$ cat config.mk
export PLATFORM = sky130hd
export DESIGN_NAME = serial_tx_dbuf
export DESIGN_NICKNAME = d
export VERILOG_FILES = /design/src/rtl/stx_pkg.sv /design/src/rtl/stx_bitclk.sv /design/src/rtl/stx_hold.sv /design/src/rtl/stx_frame.sv /design/src/rtl/serial_tx_dbuf.sv
export SDC_FILE = /design/constraint.sdc
export NUM_CORES = 1
export LEC_CHECK = 0
export BUFFER_PORTS_ARGS = -buffer_cell sky130_fd_sc_hd__clkbuf_2
export CAP_MARGIN = 0
export CORE_UTILIZATION = 55
export DETAILED_ROUTE_END_ITERATION = 8
export PLACE_DENSITY = 0.77
export SYNTH_ARGS = -nofsm -noshare
export SYNTH_HDL_FRONTEND = slang
export SYNTH_SLANG_ARGS = --single-unit
$ cat constraint.sdc
create_clock -name clk -period 2.7 [get_ports clk]
set_clock_uncertainty 0.15 [all_clocks]
set_input_delay 0.27 -clock clk [delete_from_list [all_inputs] [get_ports clk]]
set_output_delay 0.27 -clock clk [all_outputs]
set_load 0.03 [all_outputs]
$ cat src/rtl/stx_pkg.sv
// Shared types for the serial transmitter.
// Assumes the configuration word layout given in the brief (5 bits).
package stx_pkg;

    typedef enum logic [2:0] {
        FS_IDLE,
        FS_START,
        FS_DATA,
        FS_PAR,
        FS_STOP
    } frame_state_e;

    typedef enum logic [1:0] {
        PM_EVEN = 2'd0,
        PM_ODD  = 2'd1,
        PM_ZERO = 2'd2,
        PM_ONE  = 2'd3
    } par_mode_e;

    // Packed MSB first: kind [4:3], parity on [2], length code [1:0].
    typedef struct packed {
        par_mode_e  mode;
        logic       par_en;
        logic [1:0] len_code;
    } tx_cfg_t;

    // Turns the XOR of the data bits into the parity bit that goes on the line.
    function automatic logic parity_bit(logic ones_odd, par_mode_e m);
        case (m)
            PM_EVEN: return ones_odd;
            PM_ODD:  return ~ones_odd;
            PM_ZERO: return 1'b0;
            default: return 1'b1;
        endcase
    endfunction

endpackage

$ cat src/rtl/stx_bitclk.sv
// Bit timer: counts oversampling ticks and flags the last tick of each bit.
// Assumes clr is pulsed when a frame starts, so the first bit has a full width.
module stx_bitclk #(
    parameter int OVS = 16
) (
    input  logic clk,
    input  logic rst_n,
    input  logic clr,
    input  logic tick,
    output logic bit_end
);
    localparam int CW = (OVS > 1) ? $clog2(OVS) : 1;
    localparam logic [CW-1:0] LAST = CW'(OVS - 1);

    logic [CW-1:0] cnt;

    assign bit_end = tick && (cnt == LAST);

    // Tick counter that wraps once per bit time.
    always_ff @(posedge clk) begin
        if (!rst_n)       cnt <= '0;
        else if (clr)     cnt <= '0;
        else if (tick)    cnt <= (cnt == LAST) ? '0 : cnt + 1'b1;
    end

    // only ticks advance the bit timer
    a_r5_hold_without_tick: assert property (@(posedge clk) disable iff (!rst_n)
        (!clr && !tick) |=> $stable(cnt));
    // a bit boundary restarts the count
    a_r5_wrap_at_end: assert property (@(posedge clk) disable iff (!rst_n)
        (bit_end && !clr) |=> (cnt == '0));

endmodule

$ cat src/rtl/stx_hold.sv
// Holding register: one-entry buffer between software and the shift stage.
// Assumes run is low whenever the transmitter is disabled or being disabled.
module stx_hold #(
    parameter int DATA_W = 8
) (
    input  logic              clk,
    input  logic              rst_n,
    input  logic              run,
    input  logic              en_q,
    input  logic              wr_stb,
    input  logic [DATA_W-1:0] wr_data,
    input  logic              take,
    output logic              hold_valid,
    output logic [DATA_W-1:0] hold_data,
    output logic              ready
);
    logic accept;

    assign accept = wr_stb && run && !hold_valid;
    assign ready  = en_q && !hold_valid;

    // Load on accepted write, free on transfer, flush while not running.
    always_ff @(posedge clk) begin
        if (!rst_n) begin
            hold_valid <= 1'b0;
            hold_data  <= '0;
        end else if (!run) begin
            hold_valid <= 1'b0;
        end else if (accept) begin
            hold_valid <= 1'b1;
            hold_data  <= wr_data;
        end else if (take) begin
            hold_valid <= 1'b0;
        end
    end

    // an accepted write drops ready
    a_r3_ready_drops: assert property (@(posedge clk) disable iff (!rst_n)
        (wr_stb && ready) |=> !ready);
    // an accepted write fills the register
    a_r3_write_fills: assert property (@(posedge clk) disable iff (!rst_n)
        (wr_stb && ready && run) |=> hold_valid);
    // a transfer frees the register
    a_r4_take_frees: assert property (@(posedge clk) disable iff (!rst_n)
        take |=> !hold_valid);

endmodule

$ cat src/rtl/stx_frame.sv
// Frame sequencer: start bit, data bits with the LSB first, optional parity, stop bit.
// Assumes bit_end marks the last tick of the current bit and that take
// clears the bit timer in the same cycle.
module stx_frame
    import stx_pkg::*;
#(
    parameter int DATA_W = 8
) (
    input  logic              clk,
    input  logic              rst_n,
    input  logic              run,
    input  logic              bit_end,
    input  logic              hold_valid,
    input  logic [DATA_W-1:0] hold_data,
    input  tx_cfg_t           cfg,
    output logic              take,
    output logic              busy,
    output logic              txd
);
    localparam int MIN_LEN = DATA_W - 3;
    localparam int CNT_W   = $clog2(DATA_W + 1);

    frame_state_e      state;
    logic [DATA_W-1:0] shreg;
    logic [CNT_W-1:0]  left;
    logic              par_q;
    logic              pen_q;
    logic [CNT_W-1:0]  n_len;
    logic [DATA_W-1:0] mask;
    logic [DATA_W-1:0] masked;
    logic              ld_par;
    logic              stop_end;

    assign stop_end = (state == FS_STOP) && bit_end;
    assign take     = run && hold_valid && ((state == FS_IDLE) || stop_end);
    assign busy     = (state != FS_IDLE);

    // Data length, data mask and parity of the character about to load.
    always_comb begin
        n_len = CNT_W'(MIN_LEN) + CNT_W'(cfg.len_code);
        for (int i = 0; i < DATA_W; i++) begin
            mask[i] = (i < int'(n_len));
        end
        masked = hold_data & mask;
        ld_par = parity_bit(^masked, cfg.mode);
    end

    // Frame state machine with its shift register.
    always_ff @(posedge clk) begin
        if (!rst_n) begin
            state <= FS_IDLE;
            shreg <= '0;
            left  <= '0;
            par_q <= 1'b0;
            pen_q <= 1'b0;
        end else if (!run) begin
            state <= FS_IDLE;
        end else if (take) begin
            state <= FS_START;
            shreg <= masked;
            left  <= n_len;
            par_q <= ld_par;
            pen_q <= cfg.par_en;
        end else if (bit_end) begin
            case (state)
                FS_START: state <= FS_DATA;
                FS_DATA: begin
                    shreg <= {1'b0, shreg[DATA_W-1:1]};
                    left  <= left - 1'b1;
                    if (left == CNT_W'(1)) state <= pen_q ? FS_PAR : FS_STOP;
                end
                FS_PAR:  state <= FS_STOP;
                FS_STOP: state <= FS_IDLE;
                default: state <= FS_IDLE;
            endcase
        end
    end

    // Line level for the current bit.
    always_comb begin
        case (state)
            FS_START: txd = 1'b0;
            FS_DATA:  txd = shreg[0];
            FS_PAR:   txd = par_q;
            default:  txd = 1'b1;
        endcase
    end

    // a waiting character follows the stop bit with no gap
    a_r7_back_to_back: assert property (@(posedge clk) disable iff (!rst_n)
        (stop_end && hold_valid && run) |=> (state == FS_START));
    // the data bit count stays within the configured range
    a_r5_left_range: assert property (@(posedge clk) disable iff (!rst_n)
        (state == FS_DATA) |-> (left != '0 && int'(left) <= DATA_W));
    // a parity bit appears only when parity was enabled at load
    a_r6_parity_gated: assert property (@(posedge clk) disable iff (!rst_n)
        (state == FS_PAR) |-> pen_q);
    // the start bit is followed by data
    a_r5_start_to_data: assert property (@(posedge clk) disable iff (!rst_n)
        (state == FS_START && bit_end && run) |=> (state == FS_DATA));

endmodule

$ cat src/rtl/serial_tx_dbuf.sv
// Double-buffered serial transmitter top: enable control, flags and wiring.
// Assumes tick16 is a one-cycle pulse at 16 times the bit rate.
module serial_tx_dbuf
    import stx_pkg::*;
#(
    parameter int DATA_W = 8,
    parameter int OVS    = 16
) (
    input  logic              clk,
    input  logic              rst_n,
    input  logic              tick16,
    input  logic              en_cmd,
    input  logic              dis_cmd,
    input  logic [4:0]        cfg_word,
    input  logic              wr_stb,
    input  logic [DATA_W-1:0] wr_data,
    output logic              txd,
    output logic              tx_ready,
    output logic              tx_empty
);
    logic              enabled_q;
    logic              run;
    logic              take;
    logic              busy;
    logic              bit_end;
    logic              hold_valid;
    logic [DATA_W-1:0] hold_data;
    tx_cfg_t           cfg;

    assign cfg      = tx_cfg_t'(cfg_word);
    assign run      = enabled_q && !dis_cmd;
    assign tx_empty = enabled_q && !hold_valid && !busy;

    // Enable state; disable takes priority over enable.
    always_ff @(posedge clk) begin
        if (!rst_n)       enabled_q <= 1'b0;
        else if (dis_cmd) enabled_q <= 1'b0;
        else if (en_cmd)  enabled_q <= 1'b1;
    end

    stx_hold #(.DATA_W(DATA_W)) u_hold (
        .clk        (clk),
        .rst_n      (rst_n),
        .run        (run),
        .en_q       (enabled_q),
        .wr_stb     (wr_stb),
        .wr_data    (wr_data),
        .take       (take),
        .hold_valid (hold_valid),
        .hold_data  (hold_data),
        .ready      (tx_ready)
    );

    stx_bitclk #(.OVS(OVS)) u_bitclk (
        .clk     (clk),
        .rst_n   (rst_n),
        .clr     (take),
        .tick    (tick16),
        .bit_end (bit_end)
    );

    stx_frame #(.DATA_W(DATA_W)) u_frame (
        .clk        (clk),
        .rst_n      (rst_n),
        .run        (run),
        .bit_end    (bit_end),
        .hold_valid (hold_valid),
        .hold_data  (hold_data),
        .cfg        (cfg),
        .take       (take),
        .busy       (busy),
        .txd        (txd)
    );

    // quiet line and low flags while disabled
    a_r1_quiet_when_off: assert property (@(posedge clk) disable iff (!rst_n)
        !enabled_q |-> (txd && !tx_ready && !tx_empty));
    // enabling from the disabled state raises ready next cycle
    a_r2_ready_on_enable: assert property (@(posedge clk) disable iff (!rst_n)
        (en_cmd && !dis_cmd && !enabled_q) |=> tx_ready);
    // empty implies the holding register is free
    a_r8_empty_needs_ready: assert property (@(posedge clk) disable iff (!rst_n)
        tx_empty |-> tx_ready);
    // a disable silences the line and drops both flags
    a_r9_disable_silences: assert property (@(posedge clk) disable iff (!rst_n)
        dis_cmd |=> (txd && !tx_ready && !tx_empty));

endmodule

After elaboration in Yosys (flattened, before gate mapping)
Index checks and enable logic that the tools add are counted.

storage, ports and cells
  flip-flop bits (word level) = 31
  bits of input ports = 19
  output and inout bits = 3
  word-level logic and storage cells = 80

operators by class
  add/sub/neg operators = 3
  magnitude comparators = 8
  equality and inequality tests = 10
  muxes and demuxes = 16
  bitwise logic cells = 4
  reductions and logical operators = 29

operators with widths
  cell                                                       number
  two-way mux 8 bit                                          3
  less-than comparator 3 x 4 -> 1 bit, first input constant  4
  two-way mux 4 bit                                          4
  AND reduction 2 bit                                        5
  logical AND 1 bit                                          9
  one-hot mux 3 bit (3 select lines)                         1
  bitwise AND 8 bit                                          1
  less-than comparator 1 x 4 -> 1 bit, first input constant  2
  less-than comparator 2 x 4 -> 1 bit, first input constant  2
  XOR reduction 8 bit                                        1
  equality test 3 x 2 -> 1 bit, second input constant        2
  two-way mux 3 bit                                          2
  one-hot mux 1 bit (3 select lines)                         2
  nonzero test 2 bit                                         3
  adder 3 x 2 -> 4 bit, first input constant                 1
  adder 4 x 1 -> 4 bit, second input constant                1
  equality test 4 x 1 -> 1 bit, second input constant        1
  equality test 4 bit, second input constant                 1
  two-way mux 1 bit                                          4
  OR reduction 2 bit                                         2
  subtractor 4 x 1 -> 4 bit, second input constant           1
  equality test 3 x 1 -> 1 bit, second input constant        1
  equality test 3 bit, second input constant                 1
  logical NOT 1 bit                                          3
  11 further kinds                                           13

Logic depth before layout (Yosys ltp)
Gate-level depths: netlist of run 1.

  depth in word-level cells = 7
  mapped depth = 8
  depth with buffers taken out = 7

Hierarchy
From an unflattened synthesis of run 1, not the netlist that was laid out.

unflattened totals
  cells, all modules = 187
  area, all modules = 1612.8 µm²

modules (own cells, without submodules)
  module          instances  cells each  area each (µm²)  seq. area each (µm²)
  stx_frame       1          117         983.4            340.3
  stx_hold        1          42          382.9            180.2
  stx_bitclk      1          23          191.4            80.1
  serial_tx_dbuf  1          5           55.1             20.0

Least setup slack after synthesis of run 1
OpenSTA, ideal clock, no wires.

  path type = in2reg
  start = input cfg_word[0]
  end = register u_frame.par_q
  library setup time = 0.074 ns
  arrival = 1.871 ns
  data required time = 2.476 ns
  path slack = 0.605 ns
  stages on the path = 7
  buffers on the path = 0
  cells stage by stage = inv_1 -> ha_1 -> and2b_2 -> xnor3_1 -> or4_4 -> a21o_1 -> a31oi_1

between the ends
  word-level cells in the longest chain between the ends = 6
  elaborated cells on any way between the ends = 13
  classes of those cells = add/sub (1); order compare (8); mux (1); bitwise (2); reduce/logical (1)

RTL lines
  what                                                               RTL line              text
  start: declaration                                                 serial_tx_dbuf.sv:14  input logic [4:0] cfg_word,
  adder 3 x 2 -> 4 bit *                                             stx_frame.sv:40       n_len = CNT_W'(MIN_LEN) + CNT_W'(cfg.len_code);
  less-than comparator 1 x 4 -> 1 bit, or another cell as far along  stx_frame.sv:42       mask[i] = (i < int'(n_len));
  bitwise AND 8 bit *                                                stx_frame.sv:44       masked = hold_data & mask;
  XOR reduction 8 bit *                                              stx_frame.sv:45       ld_par = parity_bit(^masked, cfg.mode);
  inverter 1 bit                                                     stx_pkg.sv:31         PM_ODD: return ~ones_odd;
  one-hot mux 1 bit (3 select lines) *                               stx_pkg.sv:29         case (m)
  end signal: assignment                                             stx_frame.sv:62       par_q <= ld_par;
  end: declaration                                                   stx_frame.sv:26       logic par_q;

Mark *: on every way between the ends. The rest lies on a longest branch, timed or not.
A chain may end at the register's enable or synchronous reset.

Worst setup path after layout of run 1
  start = register u_bitclk.cnt[0]
  end = register u_frame.shreg[6]

between the ends
  word-level cells in the longest chain between the ends = 7
  elaborated cells on any way between the ends = 9
  classes of those cells = eq/ne (1); mux (1); reduce/logical (7)

RTL lines
  what                           RTL line          text
  start: declaration             stx_bitclk.sv:15  logic [CW-1:0] cnt;
  start signal: assignment       stx_bitclk.sv:23  else if (tick) cnt <= (cnt == LAST) ? '0 : cnt + 1'b1;
  equality test 4 bit *          stx_bitclk.sv:17  assign bit_end = tick && (cnt == LAST);
  logical AND 1 bit *            stx_bitclk.sv:17
  logical AND 1 bit              stx_frame.sv:34   assign stop_end = (state == FS_STOP) && bit_end;
  logical OR 1 bit               stx_frame.sv:35   assign take = run && hold_valid && ((state == FS_IDLE) || stop_end);
  logical AND 1 bit              stx_frame.sv:35
  nonzero test 2 bit (no line)   n/a
  AND reduction 3 bit (no line)  n/a
  end signal: assignment         stx_frame.sv:60   shreg <= masked;
  end signal: assignment         stx_frame.sv:68   shreg <= {1'b0, shreg[DATA_W-1:1]};
  end: declaration               stx_frame.sv:24   logic [DATA_W-1:0] shreg;

Marked as above.

==> impl_metrics.env, run 1 <==
export IMPL_viasPerCell=5.69
export IMPL_cp_required_ps=2790
export IMPL_numCtsBuffers=5
export IMPL_cp_data_arrival_time_ps=2450
export IMPL_min_path_cells=3
export IMPL_pre_cts_ws_ps=349
export IMPL_synth_edf_count=0
export IMPL_pwr_share_comb_pct=6.8
export IMPL_startpoint="u_bitclk.cnt[0]"
export IMPL_dieArea_sq_um=3190
export IMPL_cts_sinks=31
export IMPL_nNetsFinal=244
export IMPL_crit_path_end_kind="flip-flop"
export IMPL_slew_viol_final=0
export IMPL_vdd_drop_max_uv=495
export IMPL_synth_flop_cell="dfxtp_1"
export IMPL_grt_max_degree=22
export IMPL_drc=0
export IMPL_p_leak_uw=0.000690
export IMPL_grt_pass1_wl_um=5800
export IMPL_antenna_found_initial=0
export IMPL_h_tree_depth=2
export IMPL_gp_routability_congestion=0.806
export IMPL_fp_dieW_um=56.5
export IMPL_intPower_uw=711
export IMPL_globalRouteOverflowTotal=0
export IMPL_grt_pass1_vias=1364
export IMPL_fill_cells=247
export IMPL_max_cap_violations=0
export IMPL_hpwl_um=2540
export IMPL_cts_resized=0
export IMPL_wirelength_um=3350
export IMPL_register_area_sq_um=621
export IMPL_synth_cell_types=40
export IMPL_drive_gt1_share_pct=18.6
export IMPL_clockRootBuffer="clkbuf_4"
export IMPL_place_inst=243
export IMPL_reg2reg_depth=6
export IMPL_hold_class="input pin to flip-flop"
export IMPL_drt_iter0_drc=42
export IMPL_die_h_um=56.5
export IMPL_setup_viol=0
export IMPL_status="finished, final reports clean"
export IMPL_worstPathMaxFanout=17
export IMPL_rsz0062_at_grt="false"
export IMPL_grt_usage_pct=23.3
export IMPL_ys_async_sr_fraction_pct=0
export IMPL_worstMarginPinSlew_ps=518
export IMPL_power_switching_uw=197
export IMPL_setup_tns_final_ps=0
export IMPL_power_density_nw_per_um2=489
export IMPL_dr_pass1_iters=4
export IMPL_layoutNonFillerInstCount=251
export IMPL_timing_final_crit_share_pct=87.4
export IMPL_fmax_ghz=0.424
export IMPL_port_buffers=21
export IMPL_start_util_pct=58.7
export IMPL_switching_share_pct=21.7
export IMPL_wl_per_cell_um=13.3
export IMPL_hold_violations=0
export IMPL_p_seq_share_pct=51.5
export IMPL_synth_seq_area_share_pct=38.0
export IMPL_final_setup_worst_slack_ps=341
export IMPL_cts_buffer_depth=2
export IMPL_synthCells=196
export IMPL_min_period_ps=2360
export IMPL_core_sq_um=2780
export IMPL_row_count=19
export IMPL_min_delay_start="cfg_word[2]"
export IMPL_io_pins=22
export IMPL_cts_tree="built"
export IMPL_rr_startpoint="u_bitclk.cnt[0]"
export IMPL_synth_nets=221
export IMPL_area_delta_synth_final_pct=13.6
export IMPL_clockPowerShare_pct=41.6
export IMPL_ys_ff_latch=31
export IMPL_cts_setup_buffers=0
export IMPL_maxSlewHeadroom_pct=65.1
export IMPL_dr_total_vias=1428
export IMPL_syn_area_per_cell_sq_um=8.33
export IMPL_worst_setup_path_type="flip-flop to flip-flop"
export IMPL_hold_buffers=0
export IMPL_syn_area_sq_um=1630
export IMPL_antenna_cells_inserted=0
export IMPL_clk_pin_slew_ps=100
export IMPL_cp_start_kind="flip-flop"
export IMPL_insertion_delay_ps=320
export IMPL_synth_warnings=0
export IMPL_drtAntennaViolNets=0
export IMPL_multiInputGateArea_sq_um=937
-- worst paths after layout --
| check | to | slack, ps |
|---|---|---|
| worst max-delay path | u_frame.shreg[6] | 340 |
| worst max register to register | u_frame.shreg[6] | 340 |
| worst min-delay path | u_frame.pen_q | 20 |
| worst min register to register | u_frame.left[1] | 340 |
-- area by class of cell --
cell class / instances / area share (%)
Timing Repair Buffer: 26 / 7.69
Inverter: 8 / 1.62
Multi-Input combinational cell: 147 / 50.5
Clock inverter: 2 / 1.89
Tap cell: 31 / 2.09
Clock buffer: 6 / 2.76
Sequential cell: 31 / 33.4
-- cell families after synthesis --
logic type               Yosys count  share of synthesized area, %
flip-flops                        31                          38.0
XOR/XNOR                           4                          4.29
multiplexers                      12                          7.51
buffers and inverters             18                          4.60
adder cells (fa/ha/maj)            6                          4.60
AND/OR/NAND/NOR                   83                          24.1
AO/OA/AOI/OAI                     42                          16.9
-- cell usage in the layout (no fill, tap or decap), drive strengths merged, types with 2 or more instances in the layout --
master  Yosys  routed
a21oi      13      13
a311oi      7       7
buf         4       5
clkbuf      6      27
dfxtp      31      31
ha          6       6
inv         8       8
mux2        2       2
mux2i      10      10
nand2      30      30
nand2b      4       4
nand3       3       3
nor2       25      25
nor2b       3       3
nor3        3       3
nor3b       5       5
nor4        3       3
o211ai      4       4
o21ai      10      10
xnor3       2       2
-- per-layer routing --
metal	global-route usage (%)	vias up	routed length, um
li1	-	732	-
met1	30.0	654	1590
met2	36.1	32	1520
met3	5.30	10	141
met4	12.2	0	90
met5	0	-	0
-- through the flow --
step	cell area [sq um]	total power, uW	utilization, %	hold WS (ps)
2_1_floorplan	1630	513	-	199
3_3_place_gp	1770	537	63.6	316
3_5_place_dp	1770	540	63.6	323
4_1_cts	1860	915	66.7	15.0
5_1_grt	1860	944	66.7	21.0
6_report	1860	908	66.7	17.9
-- cells in the mapped netlist (all sizes together), types with 2 or more instances --
cell type | count | area (sq um)
nor3b | 5 | 37.5
o21ai | 10 | 50.1
nand2 | 30 | 113
a21oi | 13 | 65.1
clkbuf | 6 | 23.8
mux2i | 10 | 100
mux2 | 2 | 22.5
inv | 8 | 30.0
nor2b | 3 | 18.8
nor4 | 3 | 18.8
a311oi | 7 | 61.3
ha | 6 | 75.1
o211ai | 4 | 30.0
nand3 | 3 | 15.0
xnor3 | 2 | 45.0
nor2 | 25 | 93.8
dfxtp | 31 | 621
nor3 | 3 | 15.0
nand2b | 4 | 25.0
buf | 4 | 21.3
-- power by group through the flow --
| stage | combinational (uW) | clock (uW) | sequential, uW |
|---|---|---|---|
| floorplan | 36.0 | 0 | 477 |
| global placement | 59.0 | 0 | 478 |
| detailed placement | 62.0 | 0 | 478 |
| CTS | 62.2 | 385 | 468 |
| global route | 68.8 | 406 | 469 |
| finish | 62.0 | 378 | 468 |
-- worst max-delay path, cell delays in order (launching register included) --
cell	delay, ps
dfxtp_1	390
ha_1	250
nand4_1	270
a21oi_1	340
o21a_1	510
nor2_1	90
a311oi_1	260
-- registers in the layout, indices dropped and copies added, names as in the netlist --
name               flops
u_frame.left           4
u_frame.par_q          1
u_frame.shreg          8
u_hold.hold_valid      1
u_frame.state          3
u_hold.hold_data       8
u_bitclk.cnt           4
enabled_q              1
u_frame.pen_q          1
(Power assumes the default switching activity.)
==> run 2: changes to the inputs <==
--- a/config.mk
+++ b/config.mk
@@ -5,11 +5,11 @@
 export SDC_FILE = /design/constraint.sdc
 export NUM_CORES = 1
 export LEC_CHECK = 0
-export BUFFER_PORTS_ARGS = -buffer_cell sky130_fd_sc_hd__clkbuf_2
 export CAP_MARGIN = 0
 export CORE_UTILIZATION = 55
 export DETAILED_ROUTE_END_ITERATION = 8
-export PLACE_DENSITY = 0.77
+export DONT_BUFFER_PORTS = 1
+export PLACE_DENSITY = 0.7
 export SYNTH_ARGS = -nofsm -noshare
 export SYNTH_HDL_FRONTEND = slang
 export SYNTH_SLANG_ARGS = --single-unit
==> run 2 against run 1 <==
  * First-iteration DRC count grew 50%
  * Worst hold slack barely moved
  * Register-to-register slack improved by 150 ps
  * Setup slack improved by 150 ps
  * Via count fell by 0.56%
==> impl_metrics.env, run 2 (synthesis gave the netlist of run 1 again) <==
export IMPL_cp_data_arrival_time_ps=2310
export IMPL_viasPerCell=5.75
export IMPL_drive_gt1_share_pct=10.2
export IMPL_min_delay_start="tick16"
export IMPL_rsz0062_at_grt="false"
export IMPL_wirelength_um=3440
export IMPL_slew_viol_final=0
export IMPL_rr_startpoint="u_bitclk.cnt[1]"
export IMPL_clk_pin_slew_ps=100
export IMPL_dr_pass1_iters=4
export IMPL_core_sq_um=2780
export IMPL_worstMarginPinSlew_ps=566
export IMPL_min_path_cells=3
export IMPL_worst_setup_path_type="flip-flop to flip-flop"
export IMPL_cts_tree="built"
export IMPL_maxSlewHeadroom_pct=62.3
export IMPL_cts_resized=0
export IMPL_hpwl_um=2400
export IMPL_worstPathMaxFanout=17
export IMPL_area_delta_synth_final_pct=16.5
export IMPL_row_count=19
export IMPL_startpoint="u_bitclk.cnt[1]"
export IMPL_gp_routability_congestion=0.907
export IMPL_crit_path_end_kind="flip-flop"
export IMPL_fmax_ghz=0.453
export IMPL_min_period_ps=2210
export IMPL_antenna_cells_inserted=0
export IMPL_drc=0
export IMPL_wl_per_cell_um=13.9
export IMPL_hold_violations=0
export IMPL_drt_iter0_drc=63
export IMPL_cts_buffer_depth=2
export IMPL_power_density_nw_per_um2=445
export IMPL_antenna_found_initial=0
export IMPL_drtAntennaViolNets=0
export IMPL_h_tree_depth=2
export IMPL_status="finished, final reports clean"
export IMPL_max_cap_violations=0
export IMPL_reg_top3="u_frame.shreg (8), u_hold.hold_data (8)"
export IMPL_insertion_delay_ps=330
export IMPL_cp_start_kind="flip-flop"
export IMPL_utilization_pct=68.4
export IMPL_globalRouteOverflowTotal=0
export IMPL_cp_required_ps=2800
export IMPL_timing_final_crit_share_pct=81.8
export IMPL_io_pins=22
export IMPL_dieArea_sq_um=3190
export IMPL_dr_total_vias=1420
export IMPL_reg2reg_depth=6
export IMPL_numCtsBuffers=5
export IMPL_nNetsFinal=240
export IMPL_setup_tns_final_ps=0
export IMPL_die_h_um=56.5
export IMPL_clockRootBuffer="clkbuf_4"
export IMPL_grt_max_degree=23
export IMPL_fp_dieW_um=56.5
export IMPL_hold_class="input pin to flip-flop"
export IMPL_vdd_drop_max_uv=451
export IMPL_setup_viol=0
export IMPL_p_leak_uw=0.000666
export IMPL_final_common_cell="dfxtp_1"
export IMPL_cts_sinks=31
export IMPL_layout_common_cells="dfxtp_1, nand2_1, nor2_1"
export IMPL_grt_usage_pct=24.8
export IMPL_grt_pass1_vias=1348
export IMPL_grt_pass1_wl_um=6010
export IMPL_port_buffers=0
export IMPL_start_util_pct=58.7
## run 2: repair_timing
action                    4_1_cts  5_1_grt
setup buffers                   0        0
hold endpoints to repair       18        0
hold buffers                   15        0
## run 2: per-layer routing
metal	GRT usage, %	up-vias	wire length (um)
met5	0	-	0
met4	12.2	0	89
met3	7.14	10	157
met2	38.8	37	1620
met1	31.2	646	1580
li1	-	727	-
## run 2: path summary, 6_finish.rpt
check                     endpoint  slack (ps)
setup / recovery  u_frame.shreg[6]         490
setup reg to reg  u_frame.shreg[6]         490
hold / removal     u_bitclk.cnt[0]          20
hold reg to reg   u_frame.shreg[4]         340
## run 2: cell type report
cell class,count,area [sq um]
clock inverters,1,7.51
multi-input cells,147,937
repair buffers,22,203
flip-flops and latches,31,621
clock buffers,7,65.1
inverters,8,30.0
fillers,248,880
well taps,31,38.8
## run 2: worst max-delay path: stages, from the launching register on
cell,delay (ps)
dfxtp_1,390
ha_1,240
and4_1,250
and3_1,240
o21a_1,500
nor2_1,80
a311oi_1,270
## run 2: stage by stage
stage	cells	total power [uW]	instance area, sq um	hold slack (ps)	setup WS (ps)
finish	247	846	1900	17.5	492
global route	247	881	1900	11.6	157
CTS	247	855	1900	10.8	505
detailed placement	224	523	1680	202	527
global placement	224	522	1680	202	577
floorplan	196	513	1630	199	605
## run 2: power breakdown
group,internal (uW),switching [uW],leakage [uW]
Clock,152,163,0.0000375
Sequential,462,5.39,0.000250
Combinational,34.6,29.2,0.000378
==> run 3: changes to the inputs <==
==> constraint.sdc (replaced) <==
create_clock -name clk -period 2.25 [get_ports clk]
set_clock_uncertainty 0.15 [all_clocks]
set_input_delay 0.225 -clock clk [delete_from_list [all_inputs] [get_ports clk]]
set_output_delay 0.225 -clock clk [all_outputs]
set_load 0.03 [all_outputs]
==> run 3 against run 2 <==
  * Via count is 1.5% higher
  * Die area stayed put
  * Critical path type unchanged
  * Largest cell class unchanged
  * First-iteration DRC count is 14% lower
  * Clock-buffer cell count stayed put
  * Critical path depth is 1 lower
  * Routed wire length is 2.3% higher
  * Sequential power is 20% higher
  * Largest power group unchanged
  * Fmax is 2.5% higher
  * Total power is 12% higher
  * Combinational power is 22% higher
==> impl_metrics.env, run 3 (synthesis gave the netlist of run 1 again) <==
export IMPL_status="finished, final reports clean"
export IMPL_worstPathMaxFanout=3
export IMPL_cts_tree="built"
export IMPL_crit_top_cell="xnor3_1"
export IMPL_hold_class="input pin to flip-flop"
export IMPL_max_cap_violations=0
export IMPL_p_seq_share_pct=59.1
export IMPL_crit_chain="xnor3_1 -> xnor3_1 -> or4_4 -> a21o_1 -> a31oi_1"
export IMPL_switching_share_pct=24.4
export IMPL_io_pins=22
export IMPL_pwr_share_comb_pct=8.2
export IMPL_numCtsBuffers=5
export IMPL_drive_gt1_share_pct=10.1
export IMPL_grt_pass1_vias=1384
export IMPL_fmax_ghz=0.464
export IMPL_power_density_nw_per_um2=499
export IMPL_slew_viol_final=0
export IMPL_crit_path_end_kind="flip-flop"
export IMPL_worstMarginPinSlew_ps=477
export IMPL_fill_cells=235
export IMPL_drc=0
export IMPL_drtAntennaViolNets=0
export IMPL_insertion_delay_ps=340
export IMPL_area_delta_synth_final_pct=16.6
export IMPL_start_util_pct=58.7
export IMPL_setup_tns_final_ps=0
export IMPL_row_count=19
export IMPL_cts_sinks=31
export IMPL_cts_buffer_depth=2
export IMPL_wirelength_um=3520
export IMPL_dieArea_sq_um=3190
export IMPL_min_path_cells=4
export IMPL_ff2ff_setup_slack_ps=100
export IMPL_cp_required_ps=2360
export IMPL_reg_top3="u_frame.shreg (8), u_hold.hold_data (8)"
export IMPL_min_period_ps=2150
export IMPL_dr_total_vias=1441
export IMPL_cp_data_arrival_time_ps=2260
export IMPL_min_delay_start="rst_n"
export IMPL_layout_common_cells="dfxtp_1, nand2_1, nor2_1"
export IMPL_grt_max_degree=22
export IMPL_p_leak_uw=0.000667
export IMPL_nNetsFinal=241
export IMPL_rsz0062_at_grt="false"
export IMPL_vdd_drop_max_uv=444
export IMPL_grt_pass1_wl_um=6040
export IMPL_cp_start_kind="flip-flop"
export IMPL_port_buffers=0
export IMPL_hpwl_um=2430
export IMPL_worst_setup_path_type="flip-flop to flip-flop"
export IMPL_fp_dieW_um=56.5
export IMPL_reg2reg_depth=5
export IMPL_wl_per_cell_um=14.2
export IMPL_core_sq_um=2780
export IMPL_power_switching_uw=232
export IMPL_final_common_cell="dfxtp_1"
export IMPL_grt_usage_pct=25.0
export IMPL_h_tree_depth=2
export IMPL_max_stage_delay_ps=530
export IMPL_intPower_uw=718
export IMPL_drt_iter0_drc=54
export IMPL_setup_viol=0
export IMPL_globalRouteOverflowTotal=0
export IMPL_power_total_uw=949
export IMPL_viasPerCell=5.81
export IMPL_antenna_cells_inserted=0
export IMPL_gp_routability_congestion=0.872
export IMPL_hold_end="u_hold.hold_valid"
export IMPL_clockRootBuffer="clkbuf_4"
export IMPL_dr_pass1_iters=4
export IMPL_worst_path_max_delay_cell="or4_4"
export IMPL_r2r_end="u_frame.par_q"
export IMPL_clockPowerShare_pct=32.7
export IMPL_hold_violations=0
export IMPL_clk_pin_slew_ps=100
export IMPL_antenna_found_initial=0
export IMPL_maxSlewHeadroom_pct=67.8
export IMPL_die_h_um=56.5
export IMPL_timing_final_crit_share_pct=95.7
export IMPL_rr_startpoint="u_hold.hold_data[0]"
[run 3: metal layers]
layer,global-route usage (%),routed length (um),vias to the layer above
met3,5.53,197,10
met4,13.6,87,0
met1,32.3,1590,663
li1,-,-,726
met5,0,0,-
met2,38.8,1650,42
[run 3: cell type report]
cell class	count	area [sq um]	share of cell area (%)
Multi-Input combinational cell	147	941	49.4
Sequential cell	31	621	32.6
Timing Repair Buffer	23	223	11.7
Clock buffer	7	45.0	2.37
Tap cell	31	38.8	2.04
Inverter	8	30.0	1.58
Clock inverter	1	5.00	0.263
[run 3: worst max path at each step]
stage / start / to / slack [ps] / cells past startpoint
finish: u_hold.hold_data[0] / u_frame.par_q / 100 / 5
global route: u_hold.hold_data[0] / u_frame.par_q / 10 / 5
CTS: u_bitclk.cnt[0] / u_frame.shreg[0] / 80 / 7
detailed placement: cfg_word[0] / u_frame.par_q / 70 / 7
global placement: u_bitclk.cnt[0] / u_frame.shreg[6] / 160 / 7
floorplan: cfg_word[0] / u_frame.par_q / 200 / 7
[run 3: through the flow]
stage	hold WS (ps)	std cells	setup WS (ps)	area [sq um]	utilization, %
finish	32.7	248	97.0	1900	68.4
global route	40.2	248	12.8	1900	68.4
detailed placement	160	224	68.1	1690	60.8
CTS	23.5	247	83.2	1890	68.0
global placement	156	224	160	1690	60.8
floorplan	154	196	200	1630	-
[run 3: repair_timing]
item	in CTS	in global routing
hold buffers	15	0
endpoints found under the setup margin	0	9
endpoints found under the hold margin	18	0
resized for setup	0	1
setup buffers	0	1
[run 3: power by group through the flow]
stage | Sequential [uW] | Combinational, uW | Clock (uW)
2_1_floorplan | 572 | 43.2 | 0
3_3_place_gp | 574 | 52.5 | 0
3_5_place_dp | 574 | 54.5 | 0
4_1_cts | 561 | 77.1 | 322
5_1_grt | 562 | 85.9 | 343
6_report | 561 | 77.9 | 310
[run 3: critical path, delay by kind of cell (launching register included)]
kind	cells	cell delay, ps
flip-flops	1	370
AND/OR/NAND/NOR	1	530
AO/OA/AOI/OAI	2	330
XOR/XNOR	2	680
